<file path="src/rtl/dac_fe_pkg.sv">
// Package: shared constants and helpers for the dual converter front end.
// Assumes two channels and a code wider than the bus.
package dac_fe_pkg;
    localparam int NUM_CH = 2;

    // Mid-scale (zero volts in offset binary) for a given code width.
    function automatic logic [31:0] mid_code(input int w);
        return 32'd1 << (w - 1);
    endfunction
endpackage

</file>
<file path="src/rtl/dac_fe_sync.sv">
// Module: two-flop synchronizer for a bundle of asynchronous inputs.
// Assumes that multi-bit fields (data, address) are held stable around
// their strobes, so per-bit skew never reaches a qualified action.
module dac_fe_sync #(
    parameter int          W       = 8,
    parameter logic [W-1:0] RST_VAL = '0
) (
    input  logic         clk,
    input  logic         rst_n,
    input  logic [W-1:0] async_in,
    output logic [W-1:0] sync_out
);
    logic [W-1:0] stage1;

    // Two-stage capture into the system clock domain.
    always_ff @(posedge clk) begin
        if (!rst_n) begin
            stage1   <= RST_VAL;
            sync_out <= RST_VAL;
        end else begin
            stage1   <= async_in;
            sync_out <= stage1;
        end
    end
endmodule

</file>
<file path="src/rtl/dac_fe_input_bank.sv">
// Module: per-channel staging registers with byte-split loading.
// Assumes ld is the qualified load (chip select and first write both low).
// in_next exposes the value each register takes this cycle so that a
// same-cycle transfer sees the freshly written data.
module dac_fe_input_bank
    import dac_fe_pkg::*;
#(
    parameter int CODE_W = 12,
    parameter int BUS_W  = 8
) (
    input  logic                           clk,
    input  logic                           rst_n,
    input  logic                           ld,
    input  logic                           chan,
    input  logic                           byte_hi,
    input  logic [BUS_W-1:0]               din,
    output logic [NUM_CH-1:0][CODE_W-1:0]  in_q,
    output logic [NUM_CH-1:0][CODE_W-1:0]  in_next
);
    localparam int LO_W = CODE_W - BUS_W;
    localparam logic [CODE_W-1:0] MID = CODE_W'(mid_code(CODE_W));

    for (genvar g = 0; g < NUM_CH; g++) begin : g_ch
        logic hit;
        assign hit = ld && (chan == 1'(g));

        // Merge the addressed half of the bus into this channel's register.
        always_comb begin
            in_next[g] = in_q[g];
            if (hit) begin
                if (byte_hi) in_next[g][CODE_W-1:LO_W] = din;
                else         in_next[g][LO_W-1:0]      = din[LO_W-1:0];
            end
        end

        // Hold the staging value; mid-scale at reset.
        always_ff @(posedge clk) begin
            if (!rst_n) in_q[g] <= MID;
            else        in_q[g] <= in_next[g];
        end

        // a write to the other channel leaves this one alone.
        p_other_chan_r1: assert property (@(posedge clk) disable iff (!rst_n)
            (ld && chan != 1'(g)) |=> $stable(in_q[g]));
        // an upper-byte write keeps the low nibble.
        p_keep_lo_r2: assert property (@(posedge clk) disable iff (!rst_n)
            (hit && byte_hi) |=> (in_q[g][LO_W-1:0] == $past(in_q[g][LO_W-1:0])));
        // a nibble write keeps the upper byte.
        p_keep_hi_r2: assert property (@(posedge clk) disable iff (!rst_n)
            (hit && !byte_hi) |=> (in_q[g][CODE_W-1:LO_W] == $past(in_q[g][CODE_W-1:LO_W])));
    end

    // no qualified load, no staging change.
    p_no_load_hold_r3: assert property (@(posedge clk) disable iff (!rst_n)
        !ld |=> $stable(in_q));
endmodule

</file>
<file path="src/rtl/dac_fe_dac_bank.sv">
// Module: per-channel output registers with transfer, latched clear and
// transparent forced clear on the output codes.
// Assumes xfer_en and clr_latch are never both high (they differ in xfer).
module dac_fe_dac_bank
    import dac_fe_pkg::*;
#(
    parameter int CODE_W = 12
) (
    input  logic                          clk,
    input  logic                          rst_n,
    input  logic                          xfer_en,
    input  logic                          clr_latch,
    input  logic                          force_mid,
    input  logic [NUM_CH-1:0][CODE_W-1:0] in_next,
    output logic [NUM_CH-1:0][CODE_W-1:0] code_out
);
    localparam logic [CODE_W-1:0] MID = CODE_W'(mid_code(CODE_W));

    logic [NUM_CH-1:0][CODE_W-1:0] dac_q;

    for (genvar g = 0; g < NUM_CH; g++) begin : g_ch
        // Output register: mid-scale on reset or latched clear, else transfer.
        always_ff @(posedge clk) begin
            if (!rst_n)         dac_q[g] <= MID;
            else if (clr_latch) dac_q[g] <= MID;
            else if (xfer_en)   dac_q[g] <= in_next[g];
        end

        // Drive the converter: forced mid-scale overrides while asserted.
        always_comb code_out[g] = force_mid ? MID : dac_q[g];

        // a transfer copies the staged (possibly fresh) value.
        p_xfer_copy_r4: assert property (@(posedge clk) disable iff (!rst_n)
            xfer_en |=> (dac_q[g] == $past(in_next[g])));
        // latched clear lands mid-scale in the register.
        p_latch_mid_r5: assert property (@(posedge clk) disable iff (!rst_n)
            clr_latch |=> (dac_q[g] == MID));
        // the forced clear shows mid-scale on the output.
        p_force_out_r6: assert property (@(posedge clk) disable iff (!rst_n)
            force_mid |-> (code_out[g] == MID));
    end

    // without transfer or clear the output registers hold.
    p_idle_hold_r4: assert property (@(posedge clk) disable iff (!rst_n)
        (!xfer_en && !clr_latch) |=> $stable(dac_q));
endmodule

</file>
<file path="src/rtl/dual_dac_frontend.sv">
// Module: top of the dual converter front end. Synchronizes the host bus,
// decodes the strobe levels and connects staging and output banks.
// Assumes a synchronous active-low reset held for at least two clocks.
module dual_dac_frontend
    import dac_fe_pkg::*;
#(
    parameter int CODE_W = 12,
    parameter int BUS_W  = 8
) (
    input  logic              clk,
    input  logic              rst_n,
    input  logic [BUS_W-1:0]  din,
    input  logic              cs_n,
    input  logic              wr1_n,
    input  logic              wr2_n,
    input  logic              chan_sel,
    input  logic              byte_hi,
    input  logic              xfer_n,
    input  logic              clr_n,
    output logic [CODE_W-1:0] code_a,
    output logic [CODE_W-1:0] code_b
);
    localparam int STB_W  = 5;
    localparam int SYNC_W = STB_W + 2 + BUS_W;
    localparam logic [SYNC_W-1:0] SYNC_RST = {{STB_W{1'b1}}, {(SYNC_W-STB_W){1'b0}}};

    logic [SYNC_W-1:0] sync_q;
    logic s_cs_n, s_wr1_n, s_wr2_n, s_xfer_n, s_clr_n, s_chan, s_byte_hi;
    logic [BUS_W-1:0] s_din;
    logic ld, xfer_en, clr_latch, force_mid;
    logic [NUM_CH-1:0][CODE_W-1:0] in_q, in_next, code_out;

    dac_fe_sync #(.W(SYNC_W), .RST_VAL(SYNC_RST)) u_sync (
        .clk      (clk),
        .rst_n    (rst_n),
        .async_in ({cs_n, wr1_n, wr2_n, xfer_n, clr_n, chan_sel, byte_hi, din}),
        .sync_out (sync_q)
    );

    // Unpack the synchronized bundle.
    assign {s_cs_n, s_wr1_n, s_wr2_n, s_xfer_n, s_clr_n, s_chan, s_byte_hi, s_din} = sync_q;

    // Decode qualified actions from strobe levels.
    always_comb begin
        ld        = !s_cs_n && !s_wr1_n;
        xfer_en   = !s_wr2_n && !s_xfer_n;
        clr_latch = !s_wr2_n && !s_clr_n && s_xfer_n;
        force_mid = xfer_en && !s_clr_n;
    end

    dac_fe_input_bank #(.CODE_W(CODE_W), .BUS_W(BUS_W)) u_in (
        .clk     (clk),
        .rst_n   (rst_n),
        .ld      (ld),
        .chan    (s_chan),
        .byte_hi (s_byte_hi),
        .din     (s_din),
        .in_q    (in_q),
        .in_next (in_next)
    );

    dac_fe_dac_bank #(.CODE_W(CODE_W)) u_dac (
        .clk       (clk),
        .rst_n     (rst_n),
        .xfer_en   (xfer_en),
        .clr_latch (clr_latch),
        .force_mid (force_mid),
        .in_next   (in_next),
        .code_out  (code_out)
    );

    assign code_a = code_out[0];
    assign code_b = code_out[1];

    // the transparent clear never disturbs the staging registers.
    p_force_keeps_in_r6: assert property (@(posedge clk) disable iff (!rst_n)
        (force_mid && !ld) |=> $stable(in_q));
endmodule

</file>
<file path="config.mk">
export PLATFORM = sky130hd
export DESIGN_NAME = dual_dac_frontend
export DESIGN_NICKNAME = d
export VERILOG_FILES = /design/src/rtl/dac_fe_pkg.sv /design/src/rtl/dac_fe_sync.sv /design/src/rtl/dac_fe_input_bank.sv /design/src/rtl/dac_fe_dac_bank.sv /design/src/rtl/dual_dac_frontend.sv
export SDC_FILE = /design/constraint.sdc
export NUM_CORES = 1
export LEC_CHECK = 0
export BUFFER_PORTS_ARGS = -buffer_cell sky130_fd_sc_hd__buf_4
export CORE_UTILIZATION = 50
export DETAILED_ROUTE_END_ITERATION = 12
export GPL_TIMING_DRIVEN = 1
export PLACE_DENSITY = 0.84
export SLEW_MARGIN = 20
export SYNTH_ARGS = -nofsm -noshare
export SYNTH_HDL_FRONTEND = slang
export SYNTH_SLANG_ARGS = --single-unit
</file>
<file path="constraint.sdc">
create_clock -name clk -period 1.35 [get_ports clk]
set_input_delay 0 -clock clk [delete_from_list [all_inputs] [get_ports clk]]
set_output_delay 0 -clock clk [all_outputs]
set_load 0.01 [all_outputs]
</file>
==> flow_metrics.env <==
export IMPL_hold_path_depth=1
export IMPL_irDropWorstVdd_uv=670
export IMPL_yosysWarningCount=0
export IMPL_synth_edf_count=0
export IMPL_drive_above_1_share_pct=37.8
export IMPL_diodes=0
export IMPL_die_area_um2=6020
export IMPL_finish_instance_area_um2=4110
export IMPL_yosys_area_top_type="dfxtp_1"
export IMPL_crit_type="reg2out"
export IMPL_die_height_um=77.6
export IMPL_grt_max_degree=49
export IMPL_synth_xor_xnor_area_share_pct=0
export IMPL_r2r_start="u_sync.sync_out[9]$_SDFF_PN0_"
export IMPL_fin_crit_ps=1410
export IMPL_fin_cells=403
export IMPL_area_growth_pct=43.7
export IMPL_start_util_pct=51.9
export IMPL_maxCapViolations=0
export IMPL_grt_pass1_vias=1920
export IMPL_synth_mux_area_share_pct=8.41
export IMPL_worstPathArrival_ps=1410
export IMPL_num_io_pins=41
export IMPL_std_cell_rows=27
export IMPL_grt_ovfl_total=0
export IMPL_critPathLaunchType="register"
export IMPL_nets=343
export IMPL_htreeDepth=3
export IMPL_fin_skew_ps=12.4
export IMPL_yosys_area_share_simple_pct=24.3
export IMPL_syn_area_per_cell_um2=11.1
export IMPL_finalWorstSetupSlack_ps=-60.8
export IMPL_synth_compound_area_share_pct=9.54
export IMPL_root_buffer="clkbuf_8"
export IMPL_ant_nets=0
export IMPL_synth_top_family_by_area="simple AND/OR/NAND/NOR gates"
export IMPL_hold_class="reg2reg"
export IMPL_antenna_found_initial=0
export IMPL_relSlewSlack_pct=69.5
export IMPL_min_to="u_sync.sync_out[10]$_SDFF_PN1_"
export IMPL_status="complete, but fails checks"
export IMPL_cts_buffers=9
export IMPL_tightest_slew_ps=456
export IMPL_violations="negative setup slack"
export IMPL_synth_fa_ha_area_share_pct=0
export IMPL_clk_path_buf_depth=2
export IMPL_totalWireLength_um=5700
export IMPL_worstSkewPairLatency_ps=340
export IMPL_dpl_hpwl_um=3160
export IMPL_period_share_pct=105
export IMPL_syn_num_nets=274
export IMPL_maxSlewViolCount=0
export IMPL_avgRoutedWirePerCell_um=14.1
export IMPL_worstRegToRegCells=4
export IMPL_synth_top_cell_area_share_pct=54.6
export IMPL_io_buffers=40
export IMPL_power_density_nw_per_um2=1070
export IMPL_cts_tree="yes"
export IMPL_clock_fmax_mhz=709
export IMPL_r2r_slack_ps=-30
export IMPL_synth_area_leaders="dfxtp_1 (55%), nor2b_1 (9.6%), mux2i_1 (8.4%)"
export IMPL_yosysMostFrequentCell="dfxtp_1"
export IMPL_clk_pin_slew_worst_paths_ps=70
export IMPL_gp_congestion=0.717
export IMPL_rsz0062_at_grt="yes"
export IMPL_cts_sinks=78
export IMPL_die_w_um=77.6
export IMPL_dr_total_vias=1996
export IMPL_synth_flop_cell="dfxtp_1"
export IMPL_synthArstFlopShare_pct=0
export IMPL_worstHoldStart="u_sync.stage1[10]$_SDFF_PN1_"
export IMPL_coreArea_um2=5510
export IMPL_reg2reg_to="u_dac.dac_q[10]$_SDFFE_PP0P_"
export IMPL_grt_pass1_wl_um=8960
export IMPL_tns_ps=-1080
export IMPL_hold_viol=0
export IMPL_via_per_inst=4.95
export IMPL_end_kind="primary output"
export IMPL_p_leak_uw=0.00146
export IMPL_grt_usage_pct=19.7
export IMPL_finalPower_uw=4410
export IMPL_finalSetupViolations=32
export IMPL_placedCellCount=361
export IMPL_drtIter0Drc=90
export IMPL_place_ws_ps=-122
export IMPL_drt_first_pass_iters=4
export IMPL_required_ps=1350
export IMPL_synth_distinct_cells=25
export IMPL_ys_ff_latch=78
export IMPL_synth_commonest_cells="dfxtp_1 (78), nor2b_1 (44), mux2i_1 (24), nor2_1 (23), and2_1 (20)"
export IMPL_nFillCells=349
export IMPL_path_max_fanout=11
export IMPL_syn_cell_area_um2=2860
export IMPL_netlist_instances=257
export IMPL_synth_seq_area_share_pct=54.6
export IMPL_place_area_um2=3300
export IMPL_drc=0
## layer usage
| metal | vias to the layer above | track usage (%) | wire length (um) |
|---|---|---|---|
| li1 | 999 | - | - |
| met1 | 949 | 23.5 | 2520 |
| met2 | 40 | 33.0 | 2910 |
| met3 | 8 | 5.53 | 179 |
| met4 | 0 | 8.49 | 95 |
| met5 | - | 0 | 0 |
## worst max-delay path by stage
stage                                    from                           end  cells past startpoint
2_1_floorplan   u_sync.sync_out[8]$_SDFF_PN0_   u_dac.dac_q[4]$_SDFFE_PP0P_                      4
3_3_place_gp   u_sync.sync_out[13]$_SDFF_PN1_   u_dac.dac_q[1]$_SDFFE_PP0P_                      4
3_5_place_dp    u_sync.sync_out[8]$_SDFF_PN0_  u_dac.dac_q[10]$_SDFFE_PP0P_                      4
4_1_cts        u_sync.sync_out[11]$_SDFF_PN1_                     code_a[8]                      4
5_1_grt        u_sync.sync_out[12]$_SDFF_PN1_                     code_a[3]                      5
6_report       u_sync.sync_out[12]$_SDFF_PN1_                     code_a[3]                      5
## final cells by class
class	count	area [um^2]	area share, %
Inverter	1	3.75	0.0914
Clock inverter	5	57.6	1.40
Sequential cell	78	1580	38.5
Timing Repair Buffer	75	714	17.4
Multi-Input combinational cell	161	1510	36.7
Tap cell	72	90.1	2.19
Clock buffer	11	151	3.69
## registers in the layout (all words and copies together) (netlist names)
| signal | count |
|---|---|
| u_dac.dac_q | 24 |
| u_in.in_q | 24 |
| u_sync.stage1 | 15 |
| u_sync.sync_out | 15 |
## repair_timing
| action | 4_1_cts | 5_1_grt |
|---|---|---|
| setup buffers | 1 | 2 |
| hold endpoints to repair | 22 | 0 |
| setup endpoints to repair | 54 | 65 |
| hold buffers | 21 | 0 |
| resized for setup | 31 | 34 |
| cloned | 1 | 1 |
| pin swaps | 3 | 11 |
## power by group
group | internal, uW | total (uW) | leakage, uW | switching, uW
logic | 145 | 236 | 0.000729 | 90.7
registers | 2350 | 2400 | 0.000636 | 50.4
clock network | 951 | 1780 | 0.0000976 | 828
## cell usage in the layout (no fill, tap or decap)
| cell type | n |
|---|---|
| o21ai_0 | 2 |
| clkinv_2 | 1 |
| nand3b_1 | 2 |
| nor4_4 | 1 |
| mux2i_1 | 3 |
| buf_12 | 5 |
| nor3_4 | 1 |
| nor2_1 | 22 |
| o31ai_4 | 1 |
| nand3_1 | 2 |
| nor2_4 | 1 |
| buf_6 | 5 |
| clkbuf_16 | 1 |
| dfxtp_2 | 2 |
| dfxtp_4 | 5 |
| buf_4 | 43 |
| nor4b_4 | 2 |
| clkbuf_8 | 11 |
| nand4b_1 | 2 |
| dlygate4sd3_1 | 21 |
| a211oi_1 | 4 |
| bufinv_16 | 1 |
| or2_2 | 2 |
| a211oi_2 | 18 |
| inv_1 | 1 |
| and2_1 | 20 |
| nand2_1 | 2 |
| mux2i_4 | 21 |
| dfxtp_1 | 71 |
| and4bb_2 | 1 |
| nand2b_1 | 10 |
| clkinvlp_4 | 3 |
| nor2b_1 | 44 |
## critical path, cell delays in order, from the launching register on
cell	delay (ps)
dfxtp_4	370
nor3_4	220
buf_12	140
clkbuf_16	150
nor2b_1	50
buf_4	140
## logic make-up after synthesis
| family | count (synthesis) |
|---|---|
| DFF | 78 |
| and+or+nand+nor | 112 |
| AOI/OAI and AO/OA | 25 |
| muxes | 24 |
| buffers and inverters | 18 |
## stage by stage
step                utilization (%)  hold WS, ps
detailed placement             59.9          186
global placement               59.9          188
global route                   74.6          409
floorplan                         -          101
CTS                            70.0          397
finish                         74.6          411
Note: power is estimated with default switching activity, not from simulation.
